### config.mk
export PLATFORM = sky130hd
export DESIGN_NAME = lt_train_ctrl
export DESIGN_NICKNAME = d
export VERILOG_FILES = /design/src/rtl/lt_pkg.sv /design/src/rtl/lt_delay.sv /design/src/rtl/lt_lane_eval.sv /design/src/rtl/lt_train_ctrl.sv
export SDC_FILE = /design/constraint.sdc
export NUM_CORES = 1
export LEC_CHECK = 0
export BUFFER_PORTS_ARGS = -buffer_cell sky130_fd_sc_hd__buf_2
export CORE_AREA = 2 2 100 141
export DETAILED_ROUTE_END_ITERATION = 10
export DIE_AREA = 0 0 102 143
export HOLD_SLACK_MARGIN = 0.15
export PLACE_DENSITY = 0.75
export REMOVE_ABC_BUFFERS = 1
export SLEW_MARGIN = 25
export SYNTH_ARGS = -nofsm -noshare
export SYNTH_HDL_FRONTEND = slang
export SYNTH_HIERARCHICAL = 1
export SYNTH_SLANG_ARGS = --single-unit
### constraint.sdc
create_clock -name clk -period 4.64 [get_ports clk]
set_input_delay 0.928 -clock clk [delete_from_list [all_inputs] [get_ports clk]]
set_output_delay 0.928 -clock clk [all_outputs]
set_load 0.01 [all_outputs]
### src/rtl/lt_pkg.sv
package lt_pkg;
  typedef enum logic [3:0] {
    S_IDLE, S_CFG, S_CR_PAT, S_CR_LANE, S_CR_WAIT, S_CR_READ, S_CR_EVAL,
    S_EQ_PAT, S_EQ_LANE, S_EQ_WAIT, S_EQ_READ, S_EQ_EVAL, S_FIN, S_DONE
  } lt_state_e;

  localparam logic [15:0] ADDR_CFG  = 16'h0100;
  localparam logic [15:0] ADDR_PAT  = 16'h0102;
  localparam logic [15:0] ADDR_LANE = 16'h0103;
  localparam logic [15:0] ADDR_STAT = 16'h0202;
  localparam logic [1:0]  SWING_CAP = 2'd2;

  // highest pre-emphasis code allowed for a given swing code
  function automatic logic [1:0] pre_limit(input logic [1:0] sw);
    case (sw)
      2'd0, 2'd1: pre_limit = 2'd2;
      2'd2:       pre_limit = 2'd1;
      default:    pre_limit = 2'd0;
    endcase
  endfunction
endpackage

### src/rtl/lt_delay.sv
module lt_delay #(
  parameter int CW = 9
) (
  input  logic          clk,
  input  logic          rst_n,
  input  logic          load,
  input  logic [CW-1:0] load_val,
  input  logic          tick,
  output logic          expired
);
  logic [CW-1:0] cnt_q, cnt_d;

  always_comb begin
    cnt_d = cnt_q;
    if (load)                    cnt_d = load_val;
    else if (tick && cnt_q != '0) cnt_d = cnt_q - 1'b1;
  end

  always_ff @(posedge clk or negedge rst_n) begin
    if (!rst_n) cnt_q <= '0;
    else        cnt_q <= cnt_d;
  end

  assign expired = (cnt_q == '0);
endmodule

### src/rtl/lt_lane_eval.sv
module lt_lane_eval
  import lt_pkg::*;
#(
  parameter int NUM_LANES  = 4,
  parameter int LW         = 3,
  parameter int STAT_BYTES = 6
) (
  input  logic [8*STAT_BYTES-1:0] stat,
  input  logic [LW-1:0]           lanes,
  output logic                    cr_pass,
  output logic                    eq_pass,
  output logic [7:0]              next_train
);
  localparam int LANE_BYTES = (NUM_LANES + 1) / 2;
  localparam int ALIGN_IDX  = LANE_BYTES;
  localparam int ADJ_BASE   = LANE_BYTES + 2;

  logic [3:0] nib, adj;
  logic [1:0] max_sw, max_pe, sw, pe, lim;
  logic       sw_flag, pe_flag;
  logic       unused_stat;

  assign unused_stat = ^stat[8*ALIGN_IDX+1 +: 15];

  always_comb begin
    cr_pass = 1'b1;
    eq_pass = stat[8*ALIGN_IDX];
    max_sw  = 2'd0;
    max_pe  = 2'd0;
    nib     = 4'd0;
    adj     = 4'd0;
    for (int n = 0; n < NUM_LANES; n++) begin
      if (LW'(n) < lanes) begin
        nib     = stat[8*(n/2) + 4*(n%2) +: 4];
        adj     = stat[8*(ADJ_BASE + n/2) + 4*(n%2) +: 4];
        cr_pass = cr_pass & nib[0];
        eq_pass = eq_pass & (&nib[2:0]);
        if (adj[1:0] > max_sw) max_sw = adj[1:0];
        if (adj[3:2] > max_pe) max_pe = adj[3:2];
      end
    end
    sw      = max_sw;
    sw_flag = 1'b0;
    if (sw >= SWING_CAP) begin
      sw      = SWING_CAP;
      sw_flag = 1'b1;
    end
    lim     = pre_limit(sw);
    pe      = max_pe;
    pe_flag = 1'b0;
    if (pe >= lim) begin
      pe      = lim;
      pe_flag = 1'b1;
    end
    next_train = {2'b00, pe_flag, pe, sw_flag, sw};
  end
endmodule

### src/rtl/lt_train_ctrl.sv
module lt_train_ctrl
  import lt_pkg::*;
#(
  parameter int NUM_LANES      = 4,
  parameter int CFG_BYTES      = 9,
  parameter int CR_WAIT_US     = 100,
  parameter int EQ_WAIT_US     = 400,
  parameter int REPEAT_LIMIT   = 5,
  parameter int EQ_RETRY_LIMIT = 5,
  localparam int LW         = $clog2(NUM_LANES + 1),
  localparam int STAT_BYTES = 2 * ((NUM_LANES + 1) / 2) + 2,
  localparam int LENW       = $clog2(CFG_BYTES + 1)
) (
  input  logic                    clk,
  input  logic                    rst_n,
  input  logic                    start,
  input  logic [7:0]              link_rate,
  input  logic [LW-1:0]           lane_cnt,
  input  logic [7:0]              sink_rev,
  input  logic                    tick_us,
  output logic                    aux_req,
  output logic                    aux_rd,
  output logic [15:0]             aux_addr,
  output logic [LENW-1:0]         aux_len,
  output logic [8*CFG_BYTES-1:0]  aux_wdata,
  input  logic                    aux_done,
  input  logic                    aux_err,
  input  logic [8*STAT_BYTES-1:0] aux_rdata,
  output logic [1:0]              tx_pattern,
  output logic [1:0]              tx_swing,
  output logic [1:0]              tx_preemph,
  output logic                    busy,
  output logic                    done,
  output logic                    cr_ok,
  output logic                    eq_ok,
  output logic                    train_fail
);
  localparam int WAIT_MAX = (CR_WAIT_US > EQ_WAIT_US) ? CR_WAIT_US : EQ_WAIT_US;
  localparam int CW       = $clog2(WAIT_MAX + 1);
  localparam int TRY_MAX  = (REPEAT_LIMIT > EQ_RETRY_LIMIT) ? REPEAT_LIMIT : EQ_RETRY_LIMIT;
  localparam int TW       = $clog2(TRY_MAX + 2);

  lt_state_e              state_q, state_d;
  logic [7:0]             train_q, train_d, rate_q, rate_d;
  logic [LW-1:0]          lanes_q, lanes_d;
  logic                   enh_q, enh_d, prev_v_q, prev_v_d;
  logic [1:0]             prev_sw_q, prev_sw_d, pat_q, pat_d;
  logic [TW-1:0]          tries_q, tries_d;
  logic [8*STAT_BYTES-1:0] stat_q, stat_d;
  logic                   cr_ok_q, cr_ok_d, eq_ok_q, eq_ok_d, fail_q, fail_d;
  logic                   dly_load, dly_exp;
  logic [CW-1:0]          dly_val;
  logic                   cr_pass, eq_pass, same_sw;
  logic [7:0]             next_train;

  lt_delay #(.CW(CW)) u_delay (
    .clk(clk), .rst_n(rst_n), .load(dly_load), .load_val(dly_val),
    .tick(tick_us), .expired(dly_exp)
  );

  lt_lane_eval #(.NUM_LANES(NUM_LANES), .LW(LW), .STAT_BYTES(STAT_BYTES)) u_eval (
    .stat(stat_q), .lanes(lanes_q), .cr_pass(cr_pass), .eq_pass(eq_pass),
    .next_train(next_train)
  );

  assign same_sw = prev_v_q && (prev_sw_q == train_q[1:0]);

  // access decode
  always_comb begin
    aux_req   = 1'b1;
    aux_rd    = 1'b0;
    aux_addr  = ADDR_PAT;
    aux_len   = LENW'(1);
    aux_wdata = '0;
    case (state_q)
      S_CFG: begin
        aux_addr         = ADDR_CFG;
        aux_len          = LENW'(CFG_BYTES);
        aux_wdata[7:0]   = rate_q;
        aux_wdata[15:8]  = 8'(lanes_q) | {enh_q, 7'b0};
      end
      S_CR_PAT: aux_wdata[7:0] = 8'd1;
      S_EQ_PAT: aux_wdata[7:0] = 8'd2;
      S_FIN:    aux_wdata[7:0] = 8'd0;
      S_CR_LANE, S_EQ_LANE: begin
        aux_addr = ADDR_LANE;
        aux_len  = LENW'(NUM_LANES);
        for (int i = 0; i < NUM_LANES; i++) aux_wdata[8*i +: 8] = train_q;
      end
      S_CR_READ, S_EQ_READ: begin
        aux_rd   = 1'b1;
        aux_addr = ADDR_STAT;
        aux_len  = LENW'(STAT_BYTES);
      end
      default: aux_req = 1'b0;
    endcase
  end

  // next state
  always_comb begin
    state_d   = state_q;
    train_d   = train_q;
    rate_d    = rate_q;
    lanes_d   = lanes_q;
    enh_d     = enh_q;
    prev_v_d  = prev_v_q;
    prev_sw_d = prev_sw_q;
    tries_d   = tries_q;
    stat_d    = stat_q;
    cr_ok_d   = cr_ok_q;
    eq_ok_d   = eq_ok_q;
    fail_d    = fail_q;
    pat_d     = pat_q;
    dly_load  = 1'b0;
    dly_val   = CW'(CR_WAIT_US);
    case (state_q)
      S_IDLE: if (start) begin
        rate_d   = link_rate;
        lanes_d  = lane_cnt;
        enh_d    = (sink_rev >= 8'h11);
        train_d  = 8'd0;
        prev_v_d = 1'b0;
        tries_d  = '0;
        cr_ok_d  = 1'b0;
        eq_ok_d  = 1'b0;
        fail_d   = 1'b0;
        state_d  = S_CFG;
      end
      S_CFG:     if (aux_done) state_d = S_CR_PAT;
      S_CR_PAT:  if (aux_done) state_d = S_CR_LANE;
      S_CR_LANE: if (aux_done) begin
        state_d  = S_CR_WAIT;
        dly_load = 1'b1;
      end
      S_CR_WAIT: if (dly_exp) state_d = S_CR_READ;
      S_CR_READ: if (aux_done) begin
        stat_d  = aux_rdata;
        state_d = S_CR_EVAL;
      end
      S_CR_EVAL: begin
        if (cr_pass) begin
          cr_ok_d = 1'b1;
          tries_d = '0;
          state_d = S_EQ_PAT;
        end else if (train_q[2]) begin
          state_d = S_FIN;
        end else if (same_sw && tries_q == TW'(REPEAT_LIMIT - 1)) begin
          state_d = S_FIN;
        end else begin
          tries_d   = same_sw ? tries_q + 1'b1 : '0;
          prev_v_d  = 1'b1;
          prev_sw_d = train_q[1:0];
          train_d   = next_train;
          state_d   = S_CR_PAT;
        end
      end
      S_EQ_PAT:  if (aux_done) state_d = S_EQ_LANE;
      S_EQ_LANE: if (aux_done) begin
        state_d  = S_EQ_WAIT;
        dly_load = 1'b1;
        dly_val  = CW'(EQ_WAIT_US);
      end
      S_EQ_WAIT: if (dly_exp) state_d = S_EQ_READ;
      S_EQ_READ: if (aux_done) begin
        stat_d  = aux_rdata;
        state_d = S_EQ_EVAL;
      end
      S_EQ_EVAL: begin
        if (eq_pass) begin
          eq_ok_d = 1'b1;
          state_d = S_FIN;
        end else if (tries_q > TW'(EQ_RETRY_LIMIT)) begin
          state_d = S_FIN;
        end else begin
          train_d = next_train;
          tries_d = tries_q + 1'b1;
          state_d = S_EQ_PAT;
        end
      end
      S_FIN: if (aux_done) begin
        fail_d  = !eq_ok_q;
        state_d = S_DONE;
      end
      default: state_d = S_IDLE;
    endcase
    // an errored access abandons the running phase
    if (aux_req && aux_done && aux_err && state_q != S_FIN) state_d = S_FIN;
    if (state_d != state_q) begin
      if (state_d == S_CR_PAT)      pat_d = 2'd1;
      else if (state_d == S_EQ_PAT) pat_d = 2'd2;
      else if (state_d == S_FIN)    pat_d = 2'd0;
    end
  end

  always_ff @(posedge clk or negedge rst_n) begin
    if (!rst_n) begin
      state_q   <= S_IDLE;
      train_q   <= '0;
      rate_q    <= '0;
      lanes_q   <= '0;
      enh_q     <= 1'b0;
      prev_v_q  <= 1'b0;
      prev_sw_q <= '0;
      tries_q   <= '0;
      stat_q    <= '0;
      cr_ok_q   <= 1'b0;
      eq_ok_q   <= 1'b0;
      fail_q    <= 1'b0;
      pat_q     <= '0;
    end else begin
      state_q   <= state_d;
      train_q   <= train_d;
      rate_q    <= rate_d;
      lanes_q   <= lanes_d;
      enh_q     <= enh_d;
      prev_v_q  <= prev_v_d;
      prev_sw_q <= prev_sw_d;
      tries_q   <= tries_d;
      stat_q    <= stat_d;
      cr_ok_q   <= cr_ok_d;
      eq_ok_q   <= eq_ok_d;
      fail_q    <= fail_d;
      pat_q     <= pat_d;
    end
  end

  assign tx_pattern = pat_q;
  assign tx_swing   = train_q[1:0];
  assign tx_preemph = train_q[4:3];
  assign busy       = (state_q != S_IDLE);
  assign done       = (state_q == S_DONE);
  assign cr_ok      = cr_ok_q;
  assign eq_ok      = eq_ok_q;
  assign train_fail = fail_q;
endmodule

== Word level (Yosys, flattened, before mapping) ==
Cells that the tools add are included.
Storage, ports and cells
  register bits: 92
  output and inout bits: 105
Operators by class
  add/subtract/negate cells: 2
  $lt $le $gt $ge: 16
  equal/unequal tests: 33
  mux-type cells: 89
  bitwise operators: 11
  reductions and logical operators: 37
Operator list (count)
  $mux 4: 17
  $pmux 4 s13: 1
  $mux 8: 6
  $mux 2: 21
  $mux 9: 4
  $pmux 8 s4: 1
  $pmux 10 s3: 1
  $eq 4x4->1 const B: 7
  $pmux 8 s3: 1
  $mux 1: 21
  $mux 3: 7
  $reduce_and 3->1: 7
  $eq 4x3->1 const B: 5
  $ne 2x2->1 const B: 9
  $mux 16: 1
  $pmux 8 s2: 1
  $eq 4x2->1 const B: 3
  $gt 2x2->1: 6
  $pmux 4 s3: 1
  $reduce_and 5->1: 2
  $logic_not 9->1: 1
  $pmux 3 s3: 1
  $reduce_bool 9->1: 1
  $sub 9x1->9 const B: 1
  other kinds (34): 62

== Logic depth before layout (Yosys ltp) ==
Gate-level depths: netlist of the first run.
  depth in word-level cells: 23
  gate-level depth with buffers: 25
  depth with buffers taken out: 24

== Modules after synthesis ==
Netlist of the first run, hierarchy kept.
By module, submodules not included
  lt_train_ctrl: instances 1, cells each 441, area an instance 4625.7 um2
  lt_lane_eval: instances 1, cells each 120, area an instance 900.9 um2
  lt_delay: instances 1, cells each 75, area an instance 624.3 um2

== Worst setup path before layout of the first run ==
No wires, ideal clock.
  path kind: flip-flop to flip-flop
  start: reg lanes_q[1]
  end: reg train_q[3]
  data arrival time: 4.625 ns
  data required time: 4.557 ns
  path slack: -0.067 ns
  cell stages (with the launch flop): 25
  cell sequence: dfrtp_1 -> buf_6 -> or2_4 -> o21ai_0 -> ha_1 -> nand2b_1 -> o2111a_1 -> a21o_1 -> ha_1 -> nor2b_1 -> nor3_1 -> a211oi_2 -> nor2_1 -> ha_1 -> inv_1 -> o221a_2 -> o31a_1 -> ha_1 -> nand2b_1 -> a21oi_1 -> inv_1 -> or3_1 -> o211ai_2 -> nand3_1 -> o21ai_0
On the way
  word-level cells in the longest chain between the ends: 22
  elaborated cells on any way between the ends: 56
RTL lines
  start: declaration: line lt_train_ctrl.sv:45  | logic [LW-1:0] lanes_q, lanes_d;
  start signal: assignment: line lt_train_ctrl.sv:214  | lanes_q <= lanes_d;
  $lt 1x3->1: line lt_lane_eval.sv:33  | if (LW'(n) < lanes) begin
  $mux 2: line lt_lane_eval.sv:33
  $gt 2x2->1: line lt_lane_eval.sv:38  | if (adj[1:0] > max_sw) max_sw = adj[1:0];
  $mux 2: line lt_lane_eval.sv:38
  $mux 2: line lt_lane_eval.sv:33
  $gt 2x2->1: line lt_lane_eval.sv:38
  $mux 2: line lt_lane_eval.sv:38
  $mux 2: line lt_lane_eval.sv:33
  [... 7 more ...]
  $pmux 2 s2: line lt_pkg.sv:15  | case (sw)
  $ge 2x2->1: line lt_lane_eval.sv:51  | if (pe >= lim) begin
  $mux 2 *: line lt_lane_eval.sv:51
  via next_train[3]: line lt_train_ctrl.sv:54  | logic [7:0] next_train;
  $mux 8: line lt_train_ctrl.sv:147  | end else if (same_sw && tries_q == TW'(REPEAT_LIMIT - 1)) begin
  $mux 8: line lt_train_ctrl.sv:145  | end else if (train_q[2]) begin
  $mux 8: line lt_train_ctrl.sv:141  | if (cr_pass) begin
  $pmux 8 s3 *: line lt_train_ctrl.sv:116  | case (state_q)
  end signal: assignment: line lt_train_ctrl.sv:212  | train_q <= train_d;
  end: declaration: line lt_train_ctrl.sv:44  | logic [7:0] train_q, train_d, rate_q, rate_d;
The timed path passes the listed nets; every way through them passes the cells marked *. The select of a mux whose other input is x is not followed.
A chain may end at the register's enable or synchronous reset.

== Worst setup path after layout of the first run ==
Ends and elaborated chain as after synthesis.

==> summary.md, run 1 <==
| Metric | Value |
|---|---|
| Die footprint | between 10000 and 15000 µm² |
| Slowest-stage cell, CP | dfrtp_1 |
| CTS tree | done |
| Synthesized cell area | ~5500 µm² |
| CP bufs+invs | 3 |
| Number of global-route vias before repair | between 4000 and 5000 |
| Worst Hold Class | flop to flop |
| Detailed Routing Iterations Pass 1 | 4 |
| Hold path cells | 2 |
| Most common cell on crit path | ha_1 |
| Antenna Nets Post-Route | 0 |
| Die Y | 143 µm |
| Die Width | ~100 µm |
| Gr usage total | a little under a fifth |
| Insertion delay to the later sink of the worst-skew pair | 0.34 ns |
| Outcome | finished clean |
| Cell count after synthesis | ~600 |
| Via count | between 4000 and 5000 |
| Clk buf depth | 2 |
| Layout cell share with drive strength beyond 1 | 29.2% |
| Internal Power | 2.86 mW |
| PortBufs | approximately 110 |
| Initial DRC Count | about 260 |
| Initial antenna violation count | 1 |
| Top Family by Delay on Critical Path | compound AO/OA/AOI/OAI gates |
| H-tree levels | 3 |
| Syn. warnings | 6 |
| Post-DR wirelength/cell | roughly 15 µm |
| Psw | between 2 and 2.5 mW |
| Worst slew pin tran | between 0.8 and 0.9 ns |
| Setup TNS | 0 ns |
| Clock root buffer | clkbuf_16 |
| Via density | around 5.2 |
| Sequential Power Share | 24.0% |
| Final setup fails | 0 |
| Max transition margin | 41.6% |
| # fillers | approximately 1300 |
| WP data required | between 4 and 5 ns |
| Overall Power | between 5 and 6 mW |
| Clock-pin transition on the worst setup and hold timing paths | 0.07 ns |
| Reg2Reg Depth | 24 |
| Fin crit share | between 90% and 100% |
| Initial Utilization | 41.1% |
| Cell Rows | 50 |
| Crit-path cells | buf_6, nor3_4, nor2b_2, ha_1, nand2b_1, o211ai_1, a21o_1, ha_1, nor2b_4, nor3_2, a211oi_2, nor2_1, ha_1, inv_1, o221a_2, o31a_1, ha_1, nand2b_4, a21oi_2, inv_1, or3_1, o211ai_2, nand3_1, o21ai_1 |
| Num CTS Buffers | 9 |
| Crit path DAT | 4.88 ns |
| CP Max Fanout | 3 |
| Max-cap viol count | 0 |
| Power density of the placed cells | roughly 800 nW/µm² |
| Worst vdd ir | roughly 410 µV |
| Slew Limit Fails | 0 |
| GPL Wtd Cong | roughly 0.9 |
| Combinational share of power | 60.1% |
| Layout net count | approximately 800 |
| DPL Wire Length | roughly 9.4 mm |
| Largest net degree at the start of global routing | 74 |
| CP Launch Type | flop |
| Final hold vios | 0 |
| First-pass GRT wire length | slightly above 20 mm |
| Clock Sinks | 73 |
| Top Ports | 178 |
| Avg Inst Size Synth | just over 9 µm² |
| Crit. End Element | flop |
| Max Clk Rate | 217 MHz |
| Sw Ratio | a little over two fifths |
| Drc violations | 0 |
| Worst path max stage delay | 0.39 ns |
| P_leak | between 3 and 4 nW |
| Core area | around 13000 µm² |
| Total gr overflow | 0 |
| P&R area growth vs syn | 15.6% |
| Clk_skew | 0.0102 ns |
| Setup CP Type | flop to flop |
| Critical path depth | 24 |
| Fin crit period | roughly 4.6 ns |
| Routed wire length | 13.2 mm |
| Clock power frac | around 16% |
| RSZ-0062 raised after global routing | yes |
## through the flow
| stage | cells | setup WS [ns] | util (%) | area (µm²) | hold slack, ns |
|---|---|---|---|---|---|
| after global routing | 878 | -0.183 | 47.6 | 6310 | 0.519 |
| after CTS | 872 | 0.00564 | 46.8 | 6200 | 0.476 |
| after global placement | 857 | 0.0232 | 44.0 | 5840 | 0.450 |
| final | 878 | 0.0274 | 47.6 | 6310 | 0.474 |
| after detailed placement | 857 | -0.0800 | 44.0 | 5840 | 0.463 |
| after floorplan | 553 | -0.157 | - | 4950 | 0.437 |
## tightest hold or removal path, cell delays in order (launching register included)
cell and delay, ns:
dfrtp_1 0.35, nand2_1 0.05, nand2_1 0.05
## layout by cell type (no fill, tap or decap), types with 14 or more instances in the layout
cell type	n
inv_1	46
mux2_2	22
dfrtp_1	73
a21oi_1	18
nand3_1	23
o21ai_0	23
conb_1	57
buf_4	20
mux2_1	18
nand2_1	44
ha_1	24
nor2_1	32
buf_2	105
a21o_1	14
## final cells by class
type | count | area [µm²] | area share, %
Antenna cell | 1 | 2.50 | 0.0397
Sequential cell | 73 | 1830 | 29.0
Tap cell | 182 | 228 | 3.61
Timing Repair Buffer | 127 | 698 | 11.1
Inverter | 46 | 173 | 2.74
Clock buffer | 9 | 225 | 3.57
Clock inverter | 6 | 116 | 1.84
Multi-Input combinational cell | 434 | 3040 | 48.2
## routing by layer
metal	GRT usage [%]	vias up	share of wire, %
met3	2.94	30	5.4
met2	31.1	177	51
met5	0	-	0
met1	21.3	2165	40
met4	9.05	0	4.2
li1	-	2160	-
## power groups by stage
stage | Combinational, mW | Sequential [mW] | Clock, mW
final | 3.02 | 1.21 | 0.801
after global placement | 2.59 | 1.19 | 0
after global routing | 3.33 | 1.25 | 0.851
after detailed placement | 2.66 | 1.20 | 0
after CTS | 2.73 | 1.20 | 0.822
after floorplan | 1.83 | 1.22 | 0
## path summary, 6_finish.rpt
path                            start         end  slack (ns)
max                        lanes_q[1]  train_q[3]        0.03
min                        train_q[2]  train_q[2]        0.47
max reg2reg                lanes_q[1]  train_q[3]        0.03
min reg2reg                train_q[2]  train_q[2]        0.47
max in group asynchronous       rst_n  stat_q[33]        3.56
min in group asynchronous       rst_n   stat_q[5]        0.60
## flip-flops by register name (all words and copies together) (netlist names), 2 cells and up
register,count
stat_q,29
prev_sw_q,2
tries_q,3
tx_pattern,2
lanes_q,3
u_delay/cnt_q,9
state_q,4
train_q,8
rate_q,8
## repair_timing
item                                    CTS  global route
pin swaps                                 1             7
gates resized for setup                   5            12
endpoints found under the setup margin    1             1
buffers inserted                          0             5
hold buffers                              0             0
cloned                                    0             0
Note: power is estimated with default switching activity, not from simulation.
==> run 2, diff against run 1 <==
--- a/config.mk
+++ b/config.mk
@@ -10,7 +10,7 @@
 export DETAILED_ROUTE_END_ITERATION = 10
 export DIE_AREA = 0 0 102 143
 export HOLD_SLACK_MARGIN = 0.15
-export PLACE_DENSITY = 0.75
+export PLACE_DENSITY = 0.72
 export REMOVE_ABC_BUFFERS = 1
 export SLEW_MARGIN = 25
 export SYNTH_ARGS = -nofsm -noshare
==> constraint.sdc (replaced) <==
create_clock -name clk -period 4.5 [get_ports clk]
set_input_delay 0.9 -clock clk [delete_from_list [all_inputs] [get_ports clk]]
set_output_delay 0.9 -clock clk [all_outputs]
set_load 0.01 [all_outputs]
==> summary.md, run 2 (same netlist as run 1, synthesis figures left out) <==
| Metric | Value |
|---|---|
| Worst slew pin tran | 0.866 ns (was 0.869 ns) |
| Die footprint | 14600 µm² (unchanged) |
| Sequential Power Share | 23.6% (was 24.0%) |
| # hold bufs at CTS | 0 (unchanged) |
| Core area | 13300 µm² (unchanged) |
| Initial Utilization | 41.1% (unchanged) |
| Largest registers | stat_q x29, u_delay/cnt_q x9 (unchanged) |
| Layout net count | 796 (was 789) |
| Worst vdd ir | 397 µV (was 409 µV) |
| Design area | 6370 µm² (was 6310 µm²) |
| WP data required | 4.76 ns (was 4.90 ns) |
| Crit. End Element | flop (unchanged) |
| RSZ-0062 raised after global routing | yes (unchanged) |
| Initial DRC Count | 198 (was 262) |
| Number of global-route vias before repair | 4251 (was 4260) |
| Post-DR wirelength/cell | 15.0 µm (about the same) |
| Cell Rows | 50 (unchanged) |
| CTS tree | done (unchanged) |
| Layout cell share with drive strength beyond 1 | 30.9% (was 29.2%) |
| CP Max Fanout | 3 (unchanged) |
| Via count | 4487 (was 4532) |
| Max-cap viol count | 0 (unchanged) |
| Ant diodes | 0 (was 1) |
| Slew Limit Fails | 0 (unchanged) |
| P_leak | 3.19 nW (was 3.18 nW) |
| Max Clk Rate | 214 MHz (was 217 MHz) |
| Dpl cell area | 5870 µm² (was 5840 µm²) |
| Antenna Nets Post-Route | 0 (unchanged) |
| Max transition margin | 40.8% (was 41.6%) |
| Combinational share of power | 63.4% (was 60.1%) |
| Outcome | finished with violations (was finished clean) |
| Top Ports | 178 (unchanged) |
| Fin crit period | 4.68 ns (was 4.61 ns) |
| Final hold vios | 0 (unchanged) |
| # fillers | 1263 (was 1254) |
| GPL Wtd Cong | 0.855 (was 0.914) |
| Failing checks | negative setup slack |
| Detailed Routing Iterations Pass 1 | 4 (unchanged) |
| Clock power frac | 13.0% (was 15.9%) |
| Worst Hold Class | flop to flop (unchanged) |
| Final std cells w/o fill | 885 (was 878) |
| Most common cell after layout, fill and taps aside | buf_2 (unchanged) |
| Max reg flops | 29 (unchanged) |
| Clk_skew | 0.0111 ns (was 0.0102 ns) |
| Largest net degree at the start of global routing | 74 (unchanged) |
| Num CTS Buffers | 9 (unchanged) |
| Die Y | 143 µm (unchanged) |
| Die Width | 102 µm (unchanged) |
| Worst setup margin | -0.181 ns (was 0.0274 ns) |
| Clk buf depth | 2 (unchanged) |
| Initial antenna violation count | 0 (was 1) |
| Clock root buffer | clkbuf_16 (unchanged) |
| Fin crit share | 104% (was 99.4%) |
| Final setup fails | 1 (was 0) |
| Via density | 5.07 (was 5.16) |
| Psw | 2.32 mW (was 2.16 mW) |
| First-pass GRT wire length | 21.0 mm (was 20.7 mm) |
| PortBufs | 106 (unchanged) |
| Crit path DAT | 4.94 ns (was 4.88 ns) |
| Total gr overflow | 0 (unchanged) |
| Clock-pin transition on the worst setup and hold timing paths | 0.07 ns (about the same) |
| Biggest register | stat_q (unchanged) |
| Placed Cells | 861 (was 857) |
| Core Util, Final | 48.0% (was 47.6%) |
| Setup CP Type | flop to flop (unchanged) |
| Slowest-stage cell, CP | dfrtp_1 (unchanged) |
| Sw Ratio | 43.8% (was 43.0%) |
| Commonest non-fill, non-tap cells in the layout | buf_2 (105), dfrtp_1 (73), conb_1 (57), inv_1 (44), nand2_1 (44) (was buf_2 (105), dfrtp_1 (73), conb_1 (57), inv_1 (46), nand2_1 (44)) |
| H-tree levels | 3 (unchanged) |
| Clock Sinks | 73 (unchanged) |
| Internal Power | 2.99 mW (was 2.86 mW) |
| CP Launch Type | flop (unchanged) |
| Gr usage total | 18.3% (was 18.0%) |
| Drc violations | 0 (unchanged) |
| Worst path max stage delay | 0.40 ns (was 0.39 ns) |
| DPL Wire Length | 9.53 mm (was 9.43 mm) |
| Power density of the placed cells | 834 nW/µm² (was 796 nW/µm²) |
| Insertion delay to the later sink of the worst-skew pair | 0.34 ns (about the same) |
| Routed wire length | 13.3 mm (was 13.2 mm) |
| P&R area growth vs syn | 16.8% (was 15.6%) |
run 2: final timing paths:
| check | start | end | slack (ns) | depth (start not counted) |
|---|---|---|---|---|
| setup / recovery | lanes_q[1] | train_q[3] | -0.18 | 25 |
| hold / removal | train_q[2] | train_q[2] | 0.48 | 2 |
| setup reg to reg | lanes_q[1] | train_q[3] | -0.18 | 25 |
| hold reg to reg | train_q[2] | train_q[2] | 0.48 | 2 |
| max in group asynchronous | rst_n | rate_q[6] | 3.46 | 1 |
| min in group asynchronous | rst_n | stat_q[38] | 0.58 | 1 |
run 2: power by group through the flow:
stage          sequential [mW]  combinational [mW]  clock (mW)
4_1_cts                   1.25                3.02       0.710
2_1_floorplan             1.26                1.89           0
3_3_place_gp              1.24                2.74           0
6_report                  1.25                3.37       0.689
5_1_grt                   1.30                3.72       0.736
3_5_place_dp              1.25                2.80           0
run 2: repair_timing:
item                       in CTS  in global routing
buffers inserted                6                  2
pin swaps                       9                 15
setup endpoints to repair       1                  2
gates cloned                    0                  0
resized for setup              13                 12
run 2: metal layers:
| metal | track usage [%] | up-vias | wire length, µm |
|---|---|---|---|
| li1 | - | 2172 | - |
| met2 | 31.9 | 137 | 6910 |
| met1 | 22.0 | 2159 | 5530 |
| met3 | 3.52 | 19 | 598 |
| met5 | 0 | - | 0 |
| met4 | 7.02 | 0 | 257 |
run 2: final cells by class:
cell class | count | area, µm² | area share (%)
clock inverter | 6 | 50.0 | 0.785
clock buffer | 10 | 239 | 3.75
tap | 182 | 228 | 3.57
timing repair buffer | 134 | 763 | 12.0
inverter | 46 | 173 | 2.71
multi-input combinational | 434 | 3090 | 48.5
sequential | 73 | 1830 | 28.7
run 2: through the flow:
stage | hold slack (ns) | setup slack (ns) | setup TNS, ns | total power [mW]
after floorplan | 0.437 | -0.297 | -0.297 | 3.14
after global placement | 0.452 | -0.0671 | -0.0671 | 3.98
after global routing | 0.494 | -0.352 | -0.352 | 5.76
after detailed placement | 0.461 | -0.215 | -0.215 | 4.05
after CTS | 0.480 | 0.00248 | 0 | 4.97
final | 0.483 | -0.181 | -0.181 | 5.31
run 2: critical path: cells and delay by family, from the launching register on:
| family | cells | cell delay, ns |
|---|---|---|
| adders and majority gates | 4 | 1.01 |
| buffers and inverters | 3 | 0.23 |
| and+or+nand+nor | 9 | 1.37 |
| AOI/OAI and AO/OA | 9 | 1.58 |
| DFF | 1 | 0.40 |
==> run 3, diff against run 2 <==
--- a/config.mk
+++ b/config.mk
@@ -7,10 +7,11 @@
 export LEC_CHECK = 0
 export BUFFER_PORTS_ARGS = -buffer_cell sky130_fd_sc_hd__buf_2
 export CORE_AREA = 2 2 100 141
+export CTS_CLUSTER_SIZE = 30
 export DETAILED_ROUTE_END_ITERATION = 10
 export DIE_AREA = 0 0 102 143
 export HOLD_SLACK_MARGIN = 0.15
-export PLACE_DENSITY = 0.72
+export PLACE_DENSITY_LB_ADDON = 0.2
 export REMOVE_ABC_BUFFERS = 1
 export SLEW_MARGIN = 25
 export SYNTH_ARGS = -nofsm -noshare
==> summary.md, run 3 (same netlist as run 1, synthesis figures left out) <==
| Metric | Value |
|---|---|
| Final hold vios | 0 (unchanged) |
| CP bufs+invs | 2 (was 3) |
| Dpl cell area | 5900 µm² (was 5870 µm²) |
| Worst Hold Class | flop to flop (unchanged) |
| Top Family by Delay on Critical Path | compound AO/OA/AOI/OAI gates (unchanged) |
| WP data required | 4.77 ns (was 4.76 ns) |
| Initial antenna violation count | 0 (unchanged) |
| Via density | 5.08 (was 5.07) |
| P&R area growth vs syn | 16.1% (was 16.8%) |
| Ant diodes | 0 (unchanged) |
| Worst vdd ir | 303 µV (was 397 µV) |
| GPL Wtd Cong | 0.901 (was 0.855) |
| Max transition margin | 53.0% (was 40.8%) |
| GR Util met3 | 3.03% (was 3.52%) |
| Slew Limit Fails | 0 (unchanged) |
| Via count | 4518 (was 4487) |
| Num CTS Buffers | 9 (unchanged) |
| Insertion delay to the later sink of the worst-skew pair | 0.34 ns (about the same) |
| Layout cell share with drive strength beyond 1 | 30.6% (was 30.9%) |
| Crit-path cells | or2_4, o21ai_4, ha_4, nand2b_4, o2111a_1, a21o_1, ha_1, nor2b_4, nor3_2, a211oi_2, nor2_1, ha_1, inv_2, o221a_4, o31a_1, ha_1, nand2b_4, a21oi_2, inv_1, or3_1, o211ai_2, nand3_1, o21ai_1 |
| Most common cell on crit path | ha_1 |
| Overall Power | 5.20 mW (was 5.31 mW) |
| Hold path start | train_q[2] (unchanged) |
| CP Max Fanout | 3 (unchanged) |
| Largest registers | stat_q x29, u_delay/cnt_q x9 (unchanged) |
| Clock Sinks | 73 (unchanged) |
| Failing checks | negative setup slack (unchanged) |
| H-tree levels | 3 (unchanged) |
| Worst path max stage delay | 0.38 ns (was 0.40 ns) |
| Total gr overflow | 0 (unchanged) |
| Initial DRC Count | 201 (was 198) |
| DPL Wire Length | 10.1 mm (was 9.53 mm) |
| Detailed Routing Iterations Pass 1 | 4 (unchanged) |
| Biggest register | stat_q (unchanged) |
| Worst setup margin | -0.0714 ns (was -0.181 ns) |
| GRT Max-Usage Layer | met2 (unchanged) |
| Max Clk Rate | 219 MHz (was 214 MHz) |
| PortBufs | 106 (unchanged) |
| Max-cap viol count | 0 (unchanged) |
| Max reg flops | 29 (unchanged) |
| Hold path cells | 2 (unchanged) |
| Antenna Nets Post-Route | 0 (unchanged) |
| Design area | 6330 µm² (was 6370 µm²) |
| Top Ports | 178 (unchanged) |
| Reg-to-Reg Start | lanes_q[1] (unchanged) |
| Initial Utilization | 41.1% (unchanged) |
| Cell Rows | 50 (unchanged) |
| Commonest non-fill, non-tap cells in the layout | buf_2 (106), dfrtp_1 (72), conb_1 (57), inv_1 (45), nand2_1 (44) (was buf_2 (105), dfrtp_1 (73), conb_1 (57), inv_1 (44), nand2_1 (44)) |
| Gr usage total | 18.8% (was 18.3%) |
| Die Y | 143 µm (unchanged) |
| CTS tree | done (unchanged) |
| Number of global-route vias before repair | 4389 (was 4251) |
| Fin crit share | 102% (was 104%) |
| Worst Hold Slack | 0.478 ns (was 0.483 ns) |
| Routed wire length | 13.5 mm (was 13.3 mm) |
| Fin crit period | 4.57 ns (was 4.68 ns) |
| Final setup fails | 1 (unchanged) |
| Drc violations | 0 (unchanged) |
| Die Width | 102 µm (unchanged) |
| RSZ-0062 raised after global routing | yes (unchanged) |
| Setup CP Type | flop to flop (unchanged) |
| Clock-pin transition on the worst setup and hold timing paths | 0.06 ns (was 0.07 ns) |
| Layout net count | 801 (was 796) |
| Hold path endpoint | train_q[2] (unchanged) |
| Met1 Use GR | 23.1% (was 22.0%) |
| Clk buf depth | 2 (unchanged) |
| Most common cell after layout, fill and taps aside | buf_2 (unchanged) |
| Outcome | finished with violations (unchanged) |
| Post-DR wirelength/cell | 15.2 µm (was 15.0 µm) |
| # hold bufs at CTS | 0 (unchanged) |
| Crit path DAT | 4.84 ns (was 4.94 ns) |
| Largest net degree at the start of global routing | 46 (was 74) |
| # fillers | 1301 (was 1263) |
| Slowest-stage cell, CP | dfrtp_1 (unchanged) |
| First-pass GRT wire length | 21.5 mm (was 21.0 mm) |
| Core area | 13300 µm² (unchanged) |
| Reg-to-Reg End | train_q[3] (unchanged) |
| Clock root buffer | clkbuf_16 (unchanged) |
| Pre-CTS WS | -0.259 ns (was -0.215 ns) |
| Clk_skew | 0.00590 ns (was 0.0111 ns) |
| CP Launch Type | flop (unchanged) |
| Crit. End Element | flop (unchanged) |
| Worst slew pin tran | 0.704 ns (was 0.866 ns) |
| P_leak | 3.21 nW (was 3.19 nW) |
| Die footprint | 14600 µm² (unchanged) |
| M2 GR Usage | 32.5% (was 31.9%) |
| Power density of the placed cells | 820 nW/µm² (was 834 nW/µm²) |
| Reg2Reg Depth | 23 (was 25) |
| R2r setup slk | -0.07 ns (was -0.18 ns) |
-- run 3: changes by cell type in the layout (fill, tap and decap cells not counted), moves of 2 or more --
| cell | delta |
|---|---|
| buf_4 | +5 |
| clkbuf_1 | +2 |
| clkinvlp_4 | -2 |
| ha_1 | +2 |
| ha_4 | -2 |
-- run 3: what timing repair did --
item / CTS / global route
resized for setup: 10 / 11
setup buffers: 2 / 7
pin swaps: 3 / 19
setup endpoints to repair: 1 / 2
endpoints found under the hold margin: 0 / 0
-- run 3: per-layer routing --
layer	vias up	part of all wire [%]	wire, µm
met4	0	1.1	155
met5	-	0	0
met2	144	53	7170
li1	2191	-	-
met1	2172	41	5570
met3	11	4.4	595
-- run 3: cell type report --
| class | count | area (µm²) | area share [%] |
|---|---|---|---|
| clock inverters | 5 | 40.0 | 0.632 |
| multi-input cells | 434 | 3050 | 48.1 |
| inverters | 46 | 173 | 2.73 |
| repair buffers | 139 | 786 | 12.4 |
| clock buffers | 11 | 233 | 3.67 |
| well taps | 182 | 228 | 3.60 |
| flip-flops and latches | 73 | 1830 | 28.9 |
-- run 3: worst min-delay path, stage by stage, from the launching register on --
cell	delay (ns)
dfrtp_1	0.35
nand2_1	0.05
nand2_1	0.05
-- run 3: worst max-delay path by stage --
| stage | from | end | slack [ns] | cells past startpoint |
|---|---|---|---|---|
| 6_report | lanes_q[1] | train_q[3] | -0.07 | 23 |
| 5_1_grt | lanes_q[1] | train_q[3] | -0.30 | 24 |
| 4_1_cts | lanes_q[2] | train_q[3] | 0.003 | 23 |
| 3_5_place_dp | lanes_q[2] | train_q[3] | -0.26 | 23 |
| 3_3_place_gp | lanes_q[2] | train_q[3] | -0.09 | 22 |
| 2_1_floorplan | lanes_q[2] | train_q[3] | -0.30 | 23 |
-- run 3: stage by stage --
stage	cells	TNS (ns)	utilization, %
CTS	883	0	47.0
finish	890	-0.0714	47.8
global route	890	-0.319	47.8
floorplan	553	-0.297	-
global placement	865	-0.0942	44.5
detailed placement	865	-0.259	44.5
-- run 3: report_power, final --
part	switching [mW]	internal, mW	leakage, nW
clock network	0.292	0.379	0.134
registers	0.307	0.959	0.908
logic	1.65	1.61	2.17
total	2.25	2.95	3.21
